[src/rtl/seq5_pkg.sv]
package seq5_pkg;
  localparam int LVL_W   = 3;
  localparam int LVL_TOP = 4;

  typedef enum logic [2:0] {
    SEG_OUT_LEAD  = 3'd0,
    SEG_MID_LEAD  = 3'd1,
    SEG_CENTRE    = 3'd2,
    SEG_MID_TRAIL = 3'd3,
    SEG_OUT_TRAIL = 3'd4
  } seg_e;
endpackage

[src/rtl/seq5_duty_norm.sv]
// Clips the three duty counts to one period and turns them into the
// four segment end positions of the symmetric pattern.
module seq5_duty_norm #(
  parameter int PERIOD = 50000,
  parameter int DW     = 16
) (
  input  logic [DW-1:0] dur1,
  input  logic [DW-1:0] dur2,
  input  logic [DW-1:0] dur3,
  output logic [DW-1:0] bnd1,
  output logic [DW-1:0] bnd2,
  output logic [DW-1:0] bnd3,
  output logic [DW-1:0] bnd4
);
  localparam int EW = DW + 2;
  localparam logic [DW-1:0] P_D = DW'(PERIOD);
  localparam logic [EW-1:0] P_E = EW'(PERIOD);

  logic [DW-1:0] e1, e2, e3, room, h1, h2;
  logic [EW-1:0] total;

  always_comb begin
    e1    = (dur1 > P_D) ? P_D : dur1;
    room  = P_D - e1;
    e2    = (dur2 > room) ? room : dur2;
    total = {2'b00, e1} + {2'b00, e2} + {2'b00, dur3};
    // third duty is kept when consistent, otherwise it absorbs the rest
    e3    = (total == P_E) ? dur3 : (room - e2);
    h1    = e1 >> 1;
    h2    = e2 >> 1;
    bnd1  = h1;
    bnd2  = h1 + h2;
    bnd3  = bnd2 + e3;
    bnd4  = bnd3 + (e2 - h2);
  end
endmodule

[src/rtl/seq5_adj_check.sv]
// Flags whether two vectors form one legal step: every code in range,
// exactly one phase different, and that phase moving by one level.
module seq5_adj_check #(
  parameter int PHASES = 3,
  parameter int LW     = 3
) (
  input  logic [PHASES*LW-1:0] vx,
  input  logic [PHASES*LW-1:0] vy,
  output logic                 ok
);
  import seq5_pkg::*;

  always_comb begin
    int          nd;
    logic        bad;
    logic [LW:0] lx, ly;
    nd  = 0;
    bad = 1'b0;
    for (int p = 0; p < PHASES; p++) begin
      lx = {1'b0, vx[p*LW +: LW]};
      ly = {1'b0, vy[p*LW +: LW]};
      if (lx > (LW+1)'(LVL_TOP) || ly > (LW+1)'(LVL_TOP)) bad = 1'b1;
      if (lx != ly) begin
        nd = nd + 1;
        if ((lx + 1'b1 != ly) && (ly + 1'b1 != lx)) bad = 1'b1;
      end
    end
    ok = !bad && (nd == 1);
  end
endmodule

[src/rtl/seq5_seg_decode.sv]
// Maps the period position onto a segment and the vector shown there.
module seq5_seg_decode #(
  parameter int PHASES = 3,
  parameter int LW     = 3,
  parameter int DW     = 16,
  parameter int CW     = 16
) (
  input  logic [PHASES*LW-1:0] va,
  input  logic [PHASES*LW-1:0] vb,
  input  logic [PHASES*LW-1:0] vc,
  input  logic [DW-1:0]        b1,
  input  logic [DW-1:0]        b2,
  input  logic [DW-1:0]        b3,
  input  logic [DW-1:0]        b4,
  input  logic [CW-1:0]        pos,
  output logic [PHASES*LW-1:0] vout,
  output seq5_pkg::seg_e       seg
);
  import seq5_pkg::*;

  logic [DW-1:0] p;
  assign p = DW'(pos);

  always_comb begin
    if (p < b1)      seg = SEG_OUT_LEAD;
    else if (p < b2) seg = SEG_MID_LEAD;
    else if (p < b3) seg = SEG_CENTRE;
    else if (p < b4) seg = SEG_MID_TRAIL;
    else             seg = SEG_OUT_TRAIL;
  end

  always_comb begin
    unique case (seg)
      SEG_MID_LEAD, SEG_MID_TRAIL: vout = vb;
      SEG_CENTRE:                  vout = vc;
      default:                     vout = va;
    endcase
  end
endmodule

[src/rtl/seq5_sequencer.sv]
module seq5_sequencer #(
  parameter int PHASES = 3,
  parameter int PERIOD = 50000
) (
  input  logic                                   clk,
  input  logic                                   rst_n,
  input  logic                                   cmd_valid,
  output logic                                   cmd_ready,
  input  logic [PHASES*seq5_pkg::LVL_W-1:0]      cmd_vec1,
  input  logic [PHASES*seq5_pkg::LVL_W-1:0]      cmd_vec2,
  input  logic [PHASES*seq5_pkg::LVL_W-1:0]      cmd_vec3,
  input  logic [$clog2(PERIOD+1)-1:0]            cmd_dur1,
  input  logic [$clog2(PERIOD+1)-1:0]            cmd_dur2,
  input  logic [$clog2(PERIOD+1)-1:0]            cmd_dur3,
  output logic [PHASES*seq5_pkg::LVL_W-1:0]      lvl_out,
  output logic [2:0]                             seg_idx,
  output logic                                   period_start,
  output logic [$clog2(PHASES+1)-1:0]            xfer_cnt,
  output logic                                   seq_err
);
  import seq5_pkg::*;

  localparam int LW = LVL_W;
  localparam int VW = PHASES * LW;
  localparam int CW = $clog2(PERIOD);
  localparam int DW = $clog2(PERIOD + 1);
  localparam int XW = $clog2(PHASES + 1);
  localparam int NPAIR = 2;

  typedef struct packed {
    logic [VW-1:0] va;
    logic [VW-1:0] vb;
    logic [VW-1:0] vc;
    logic [DW-1:0] b1;
    logic [DW-1:0] b2;
    logic [DW-1:0] b3;
    logic [DW-1:0] b4;
    logic          err;
  } prog_t;

  localparam prog_t RST_PROG = '{
    va: '0, vb: '0, vc: '0,
    b1: '0, b2: '0, b3: DW'(PERIOD), b4: DW'(PERIOD),
    err: 1'b0
  };

  logic [CW-1:0] cnt;
  logic          wrap;
  logic          pend;
  logic          acc;
  prog_t         sh_q, act_q, nxt_prog, in_prog;
  logic [VW-1:0] first_vec;
  logic [XW-1:0] xfer_d, xfer_q;
  seg_e          seg_cur;
  logic [NPAIR-1:0] pair_ok;
  logic [VW-1:0] pair_lo [NPAIR];
  logic [VW-1:0] pair_hi [NPAIR];

  // ---- command intake -------------------------------------------------
  assign acc = cmd_valid && !pend;

  seq5_duty_norm #(.PERIOD(PERIOD), .DW(DW)) u_norm (
    .dur1 (cmd_dur1),
    .dur2 (cmd_dur2),
    .dur3 (cmd_dur3),
    .bnd1 (in_prog.b1),
    .bnd2 (in_prog.b2),
    .bnd3 (in_prog.b3),
    .bnd4 (in_prog.b4)
  );

  assign pair_lo[0] = cmd_vec1;
  assign pair_hi[0] = cmd_vec2;
  assign pair_lo[1] = cmd_vec2;
  assign pair_hi[1] = cmd_vec3;

  for (genvar g = 0; g < NPAIR; g++) begin : g_pair
    seq5_adj_check #(.PHASES(PHASES), .LW(LW)) u_adj (
      .vx (pair_lo[g]),
      .vy (pair_hi[g]),
      .ok (pair_ok[g])
    );
  end

  assign in_prog.va  = cmd_vec1;
  assign in_prog.vb  = cmd_vec2;
  assign in_prog.vc  = cmd_vec3;
  assign in_prog.err = ~&pair_ok;

  // ---- period timing and program swap ---------------------------------
  assign wrap     = (cnt == CW'(PERIOD - 1));
  assign nxt_prog = pend ? sh_q : act_q;

  always_ff @(posedge clk) begin
    if (!rst_n) begin
      cnt    <= '0;
      pend   <= 1'b0;
      sh_q   <= RST_PROG;
      act_q  <= RST_PROG;
      xfer_q <= '0;
    end else begin
      cnt <= wrap ? '0 : cnt + CW'(1);
      if (acc) begin
        sh_q <= in_prog;
        pend <= 1'b1;
      end else if (wrap) begin
        pend <= 1'b0;
      end
      if (wrap) begin
        act_q  <= nxt_prog;
        xfer_q <= xfer_d;
      end
    end
  end

  // ---- output decode --------------------------------------------------
  seq5_seg_decode #(.PHASES(PHASES), .LW(LW), .DW(DW), .CW(CW)) u_dec (
    .va   (act_q.va),
    .vb   (act_q.vb),
    .vc   (act_q.vc),
    .b1   (act_q.b1),
    .b2   (act_q.b2),
    .b3   (act_q.b3),
    .b4   (act_q.b4),
    .pos  (cnt),
    .vout (lvl_out),
    .seg  (seg_cur)
  );

  // first state of the coming period: first non-empty segment
  always_comb begin
    if (nxt_prog.b1 != '0)      first_vec = nxt_prog.va;
    else if (nxt_prog.b2 != '0) first_vec = nxt_prog.vb;
    else                        first_vec = nxt_prog.vc;
  end

  // phases whose level changes across the seam
  always_comb begin
    int n;
    n = 0;
    for (int p = 0; p < PHASES; p++) begin
      if (lvl_out[p*LW +: LW] != first_vec[p*LW +: LW]) n = n + 1;
    end
    xfer_d = XW'(n);
  end

  assign seg_idx      = seg_cur;
  assign period_start = (cnt == '0);
  assign cmd_ready    = !pend;
  assign xfer_cnt     = xfer_q;
  assign seq_err      = act_q.err;
endmodule

[config.mk]
export PLATFORM = sky130hd
export DESIGN_NAME = seq5_sequencer
export DESIGN_NICKNAME = d
export VERILOG_FILES = /design/src/rtl/seq5_pkg.sv /design/src/rtl/seq5_duty_norm.sv /design/src/rtl/seq5_adj_check.sv /design/src/rtl/seq5_seg_decode.sv /design/src/rtl/seq5_sequencer.sv
export SDC_FILE = /design/constraint.sdc
export NUM_CORES = 1
export LEC_CHECK = 0
export BUFFER_PORTS_ARGS = -buffer_cell sky130_fd_sc_hd__buf_4
export CAP_MARGIN = 10
export CELL_PAD_IN_SITES_DETAIL_PLACEMENT = 2
export CELL_PAD_IN_SITES_GLOBAL_PLACEMENT = 2
export CORE_ASPECT_RATIO = 0.7
export CORE_UTILIZATION = 40
export CTS_CLUSTER_DIAMETER = 50
export DETAILED_ROUTE_END_ITERATION = 10
export PLACE_DENSITY = 0.86
export SLEW_MARGIN = 20
export SYNTH_ARGS = -nofsm -noshare
export SYNTH_HDL_FRONTEND = slang
export SYNTH_SLANG_ARGS = --single-unit
[constraint.sdc]
create_clock -name clk -period 37.4 [get_ports clk]
set_clock_uncertainty 0.05 [all_clocks]
set_input_delay 5.61 -clock clk [delete_from_list [all_inputs] [get_ports clk]]
set_output_delay 5.61 -clock clk [all_outputs]
set_load 0.05 [all_outputs]
# Word level (Yosys, flattened, before mapping)
# Index checks and enable logic that the tools add are counted.
totals:
  ff_bits: 202
  inputBits: 78
  out_inout_bits: 17
  elab_cells: 154
classes:
  add_sub_neg: 24
  n_lt_le_gt_ge: 15
  n_eq_ne: 28
  muxes: 40
  bitwise: 1
  reduce_logical: 27
ops:
  columns: ["op", "n"]
  rows:
  - ["32-bit 2-to-1 mux", 4]
  - ["92-bit 2-to-1 mux", 1]
  - ["32-bit by 2-bit adder with 32-bit output, second input constant", 2]
  - ["32-bit by 2-bit == test with 1-bit output, second input constant", 2]
  - ["16-bit < comparator", 4]
  - ["16-bit 2-to-1 mux", 3]
  - ["4-bit by 3-bit != test with 1-bit output", 12]
  - ["3-bit by 1-bit adder with 4-bit output, second input constant", 9]
  - ["16-bit adder", 2]
  - ["16-bit nonzero test", 2]
  - ["3-bit > comparator, second input constant", 9]
  - ["3-bit != test", 9]
  - ["1-bit 2-to-1 mux", 23]
  - ["18-bit by 16-bit adder with 18-bit output", 1]
  - ["18-bit by 16-bit == test with 1-bit output, second input constant", 1]
  - ["9-bit 2-to-1 mux", 2]
  - ["9-bit one-hot mux with 2 select lines", 1]
  - ["16-bit by 16-bit adder with 17-bit output", 1]
  - ["15-bit by 15-bit adder with 16-bit output", 1]
  - ["16-bit by 1-bit adder with 16-bit output, second input constant", 1]
  - ["16-bit == test, second input constant", 1]
  - ["16-bit > comparator", 1]
  - ["16-bit > comparator, second input constant", 1]
  - ["16-bit logical NOT", 1]
  - ["other kinds (16)", 41]

# Depth between registers and ports, before layout
depth:
  depth_word: 15
  depth_mapped: 78
  mapped_depth_nobuf: 71

# Hierarchy
# A second synthesis with hierarchy kept.
unflattened:
  cells_unflattened: 2156
  hier_area_um2: 16940.0
modules_own_cells:
  columns: ["module", "n_inst", "cells_each", "area_per_inst_um2", "seq_area_each_um2"]
  rows:
  - ["seq5_sequencer", 1, 988, 8323.0, 4063.9]
  - ["seq5_duty_norm", 1, 775, 5635.4, 0.0]
  - ["seq5_seg_decode", 1, 231, 1725.4, 0.0]
  - ["seq5_adj_check", 2, 81, 628.1, 0.0]

# Worst setup path before layout
# No wires, ideal clock.
synth_timing:
  path_type: "input -> register"
  start: "in cmd_dur1[11]"
  end: "reg sh_q[16] (netlist bit)"
  setup_ps: 130
  t_arrival_ps: 18398
  required_ps: 37220
  path_slack_ps: 18822
  cell_stages: 73
  path_buffers: 5
  path_cell_list: "or4_1 a221o_1 nand2_2 buf_4 nand2_1 ha_1 buf_2 nand3_1 a21o_1 a21oi_1 xnor2_1 inv_1 ha_1 nor2b_1 nand4_1 o311ai_0 nor3_1 nor4_2 [37 not listed] o21bai_1 a21oi_1 o21bai_1 a21oi_1 o21bai_1 a21oi_1 xnor2_1 fa_1 inv_1 ha_1 a21oi_1 o21a_1 o21ai_0 xnor2_1 xnor2_1 or3_1 a21oi_1 o21ai_1"
synth_between:
  elab_chain_len: 11
  elab_cells_between_ends: 14
  cone_classes: "8 x add/sub; 2 x order compare; 1 x eq/ne; 3 x mux"
synth_rtl:
  columns: ["item", "line", "source"]
  rows:
  - ["start: declaration", "seq5_sequencer.sv:12", "input logic [$clog2(PERIOD+1)-1:0] cmd_dur1,"]
  - ["16-bit > comparator", "seq5_duty_norm.sv:23", "e1 = (dur1 > P_D) ? P_D : dur1;"]
  - ["16-bit 2-to-1 mux (*)", "seq5_duty_norm.sv:23", null]
  - ["16-bit subtractor", "seq5_duty_norm.sv:24", "room = P_D - e1;"]
  - ["16-bit > comparator", "seq5_duty_norm.sv:25", "e2 = (dur2 > room) ? room : dur2;"]
  - ["16-bit 2-to-1 mux", "seq5_duty_norm.sv:25", null]
  - ["16-bit by 16-bit adder with 17-bit output", "seq5_duty_norm.sv:26", "total = {2'b00, e1} + {2'b00, e2} + {2'b00, dur3};"]
  - ["18-bit by 16-bit adder with 18-bit output", "seq5_duty_norm.sv:26", null]
  - ["18-bit by 16-bit == test with 1-bit output", "seq5_duty_norm.sv:28", "e3 = (total == P_E) ? dur3 : (room - e2);"]
  - ["16-bit 2-to-1 mux", "seq5_duty_norm.sv:28", null]
  - ["16-bit adder", "seq5_duty_norm.sv:33", "bnd3 = bnd2 + e3;"]
  - ["16-bit adder (*)", "seq5_duty_norm.sv:34", "bnd4 = bnd3 + (e2 - h2);"]
  - ["end signal: assignment", "seq5_sequencer.sv:104", "sh_q <= in_prog;"]
  - ["end: declaration", "seq5_sequencer.sv:51", "prog_t sh_q, act_q, nxt_prog, in_prog;"]
# Mark *: on every way between the ends. The rest lies on a longest branch, timed or not.
# A chain may end at the register's enable or synchronous reset.

# Final worst setup path
# Same ends and word-level chain as after synthesis.

==> summary.md <==
| Metric | Value |
|---|---|
| Outcome | finished clean |
| Share of Yosys cell area claimed by the top area cell type | 0.2536 |
| CP max stage delay | 0.64 ns |
| Share of final-layout standard cells stronger than drive strength 1 | 0.08287 |
| Predominant post-synthesis flop cell | sky130_fd_sc_hd__dfxtp_1 |
| Post-Synth Simple-Gate Area | 0.1942 |
| R2r worst-path depth | 21 |
| TritonCTS clock tree | done |
| Cell with the most instances after synthesis | sky130_fd_sc_hd__nand2_1 |
| Via count of the first global-routing pass | approximately 17,000 |
| Static leakage | roughly 7.6 nW |
| Remaining number of nets flagged by the antenna check after routing | 0 |
| Post-cts repair resize count | 0 |
| Mean post-synth cell area | 7.559 sq um |
| PortBufs | 94 |
| Count of final setup violators | 0 |
| Critical-path maximum fanout | 23 |
| Cell type group with the largest total delay on the critical path | compound AO/OA/AOI/OAI gates |
| Path type of the worst setup path | in -> reg |
| Routed length per placed instance | approximately 23 um |
| Routability cong. | 0.9799 |
| Adder and majority gate portion of the synthesized area | 0.1616 |
| Fraction of registers with async set/reset | 0 |
| Post-CTS setup buffer count | 0 |
| Post-synth net total | 2,380 |
| Number of enable flip-flop cells after synthesis | 0 |
| CP Buf/Inv Count | 8 |
| Critical register-to-register path startpoint | cnt[1]$_SDFF_PP0_ |
| Area of all placed cells without fillers | about 18,000 sq um |
| Final HPWL DP | between 40,000 and 50,000 um |
| Full die area | approximately 40,000 sq um |
| Number of inserted filler cells in the final layout | between 4,000 and 5,000 |
| Total number of clock tree sinks | approximately 200 |
| Maximum frequency from static timing analysis | roughly 47 MHz |
| Compound-cell area share of the yosys netlist | 0.2139 |
| Setup crit start kind | input port |
| Dominant combinational cell family by area after synthesis | compound AO/OA/AOI/OAI gates |
| Largest area contributor in the netlist | sky130_fd_sc_hd__dfxtp_1 |
| Clock root cell | sky130_fd_sc_hd__clkbuf_16 |
| Synthesized netlist cell count | between 2,000 and 2,500 |
| Die outline width | 240.6 um |
| TritonCTS Buffers | 21 |
| Data arrival, critical path | 21.63 ns |
| Type of destination of the critical path | flop |
| Pin count of the biggest net entering global routing | between 90 and 100 |
| Synth cell count leaders | 380 x sky130_fd_sc_hd__nand2_1, 264 x sky130_fd_sc_hd__a21oi_1, 204 x sky130_fd_sc_hd__inv_1 |
| Maximum vdd drop | 0.06714 mV |
| Number of max-cap violations | 0 |
| Via-per-instance ratio | about 5.8 |
| Clock slew at reported path FFs | 0.07 ns |
| Mapped Area | 15,940 sq um |
| Via count | 15,629 |
| Sum of routed wire length over all layers | around 63,000 um |
| Setup repair after global routing missed its margin | no |
| Area growth from synthesis to layout | 11.46% |
| Core Rows | 60 |
| Cts hold-fix bufs | 0 |
| Pwr Density | 76.33 nW/um^2 |
| Total count of max-transition violations in the final report | 0 |
| Overall overflow remaining after global route | 0 |
| Number of antenna violations at the first check in global routing | 1 |
| Data required time of the worst path | approximately 38 ns |
| H-tree Lvls | 1 |
| CTS Buffer Depth | 3 |
| First-pass detailed-route iteration total | 5 |
| Portion of the post-synthesis area used by sequential elements | 0.2536 |
| Last element of the critical path | sh_q[16]$_SDFFE_PN1P_ |
| Launching element of the worst setup path | cmd_dur1[11] |
| Core outline area | 38,810 sq um |
| Fin Setup TNS | 0 ns |
| Slowest stage cell on the critical path | sky130_fd_sc_hd__or4_1 |
| Height of the die | between 150 and 200 um |
| First-pass GRT wire length | 97,700 um |
| Cell count along the critical path | 71 |
| Final #Nets | between 2,000 and 2,500 |
| Number of warnings reported in the yosys synthesis log | 0 |
| Most common cell on crit path | sky130_fd_sc_hd__a21oi_1 |
| Area contributors post-synth | sky130_fd_sc_hd__dfxtp_1 25%, sky130_fd_sc_hd__ha_1 14%, sky130_fd_sc_hd__nand2_1 8.9%, sky130_fd_sc_hd__a21oi_1 8.3%, sky130_fd_sc_hd__xnor2_1 5.0% |
| Initial standard-cell utilization of the core | 0.4108 |
| Hold/Removal Path Class | reg -> reg |
| DRC violations left | 0 |
| Count of unique library cells instantiated by Yosys | about 80 |
| Clock latency on the worst-skew pair | around 0.53 ns |
| R2R Path End | xfer_cnt[0]$_SDFFE_PN0P_ |
| Final hold viol count | 0 |
| Flop2flop setup slack | ~32 ns |
| Transition time at the pin with the least slew margin | 1.083 ns |
| Fin crit share | 0.5689 |
| XOR/XNOR share of the synthesized area | 0.07856 |
| Violation count after the first detailed-route iteration | 859 |
| Total routing resource utilization after global routing | 0.3093 |
| Period minus WS final | 21.28 ns |
| Synth Register Bits | 202 |
| Top-Level Pins | between 90 and 100 |
| Total Power | roughly 1.4 mW |
| Post-synthesis mux area share | 0.02778 |
| Placed instance area | roughly 17,000 sq um |
| Worst slew margin relative to its limit | 0.2717 |
==> report_power, final <==
group / internal (mW) / switching [mW] / total [mW]
combinational: 0.360 / 0.527 / 0.887
clock: 0.126 / 0.0959 / 0.222
sequential: 0.233 / 0.0141 / 0.248
==> cell usage in the layout (no fill, tap or decap), types with 21 or more instances in the layout <==
cell and count:
sky130_fd_sc_hd__xor2_1 52, sky130_fd_sc_hd__nand3_1 34, sky130_fd_sc_hd__a21oi_1 264, sky130_fd_sc_hd__nand2_1 378, sky130_fd_sc_hd__o211ai_1 26, sky130_fd_sc_hd__nor3_1 23
sky130_fd_sc_hd__nor2_1 109, sky130_fd_sc_hd__ha_1 173, sky130_fd_sc_hd__inv_1 204, sky130_fd_sc_hd__clkbuf_16 21, sky130_fd_sc_hd__xnor2_1 91, sky130_fd_sc_hd__a21o_1 59
sky130_fd_sc_hd__o21ai_0 55, sky130_fd_sc_hd__buf_4 105, sky130_fd_sc_hd__dfxtp_1 202
==> metrics by stage <==
stage | hold WS (ns) | utilization | std cells | setup slack, ns
2_1_floorplan | 0.3819 | - | 2109 | 18.82
3_3_place_gp | 0.3898 | 0.4398 | 2650 | 16.83
3_5_place_dp | 0.3975 | 0.4398 | 2650 | 15.99
4_1_cts | 0.4082 | 0.4578 | 2687 | 16.39
5_1_grt | 0.4355 | 0.4578 | 2687 | 15.04
6_report | 0.4075 | 0.4578 | 2688 | 16.12
==> kinds of logic (layout without fill, tap and decap cells) <==
kind of cell               count (synthesis)  count (layout)
AOI/OAI and AO/OA                        549             549
xor gates and xnor gates                 143             143
adders and majority gates                194             194
buffers and inverters                    296             347
DFF                                      202             202
muxes                                     32              32
other                                      0               1
and+or+nand+nor                          693             693
==> worst register-to-register path, stage by stage (launching register included) <==
cell and delay, ns:
sky130_fd_sc_hd__dfxtp_1 0.56, sky130_fd_sc_hd__ha_1 0.31, sky130_fd_sc_hd__a21o_1 0.15, sky130_fd_sc_hd__a21o_1 0.16
sky130_fd_sc_hd__a21o_1 0.17, sky130_fd_sc_hd__a21o_1 0.18, sky130_fd_sc_hd__a21oi_1 0.19, sky130_fd_sc_hd__nor2b_1 0.07
sky130_fd_sc_hd__o21ai_0 0.32, sky130_fd_sc_hd__a21oi_1 0.12, sky130_fd_sc_hd__o31ai_1 0.92, sky130_fd_sc_hd__nor3_1 0.19
sky130_fd_sc_hd__buf_4 0.25, sky130_fd_sc_hd__o21ba_2 0.43, sky130_fd_sc_hd__a22o_1 0.19, sky130_fd_sc_hd__a21oi_1 0.07
sky130_fd_sc_hd__xnor2_1 0.23, sky130_fd_sc_hd__nand3_1 0.16, sky130_fd_sc_hd__inv_1 0.08, sky130_fd_sc_hd__ha_1 0.24
sky130_fd_sc_hd__xnor2_1 0.16, sky130_fd_sc_hd__o22ai_1 0.10
==> state kept, by name (all words and copies together) (netlist names) <==
register  flops
act_q        91
xfer_cnt      2
cnt          16
seq_err       1
pend          1
sh_q         91
==> worst min-delay path by stage <==
| stage | startpoint | to | slack, ns | depth (start not counted) |
|---|---|---|---|---|
| after floorplan | act_q[11]$_SDFFE_PN0P_ | act_q[11]$_SDFFE_PN0P_ | 0.38 | 2 |
| after global placement | act_q[6]$_SDFFE_PN0P_ | act_q[6]$_SDFFE_PN0P_ | 0.39 | 2 |
| after detailed placement | act_q[30]$_SDFFE_PN0P_ | act_q[30]$_SDFFE_PN0P_ | 0.40 | 2 |
| after CTS | act_q[29]$_SDFFE_PN0P_ | act_q[29]$_SDFFE_PN0P_ | 0.41 | 2 |
| after global routing | act_q[6]$_SDFFE_PN0P_ | act_q[6]$_SDFFE_PN0P_ | 0.44 | 2 |
| final | act_q[29]$_SDFFE_PN0P_ | act_q[29]$_SDFFE_PN0P_ | 0.41 | 2 |
==> area by class of cell <==
class                           count  area (sq um)  area share
Antenna cell                        1         2.502   0.0001408
Clock buffer                       30         599.3     0.03373
Clock inverter                      7         97.59    0.005492
Inverter                          205         772.0     0.04344
Multi-Input combinational cell   1611         10810      0.6082
Sequential cell                   202          4044      0.2276
Tap cell                          527         659.4     0.03711
Timing Repair Buffer              105         788.3     0.04436
==> routing by layer <==
| metal | global-route usage | wire length (um) |
|---|---|---|
| met5 | 0 | 16 |
| met4 | 0.09111 | 1801 |
| met3 | 0.05431 | 3052 |
| met2 | 0.5305 | 29560 |
| met1 | 0.3940 | 28120 |
(Power assumes the default switching activity.)
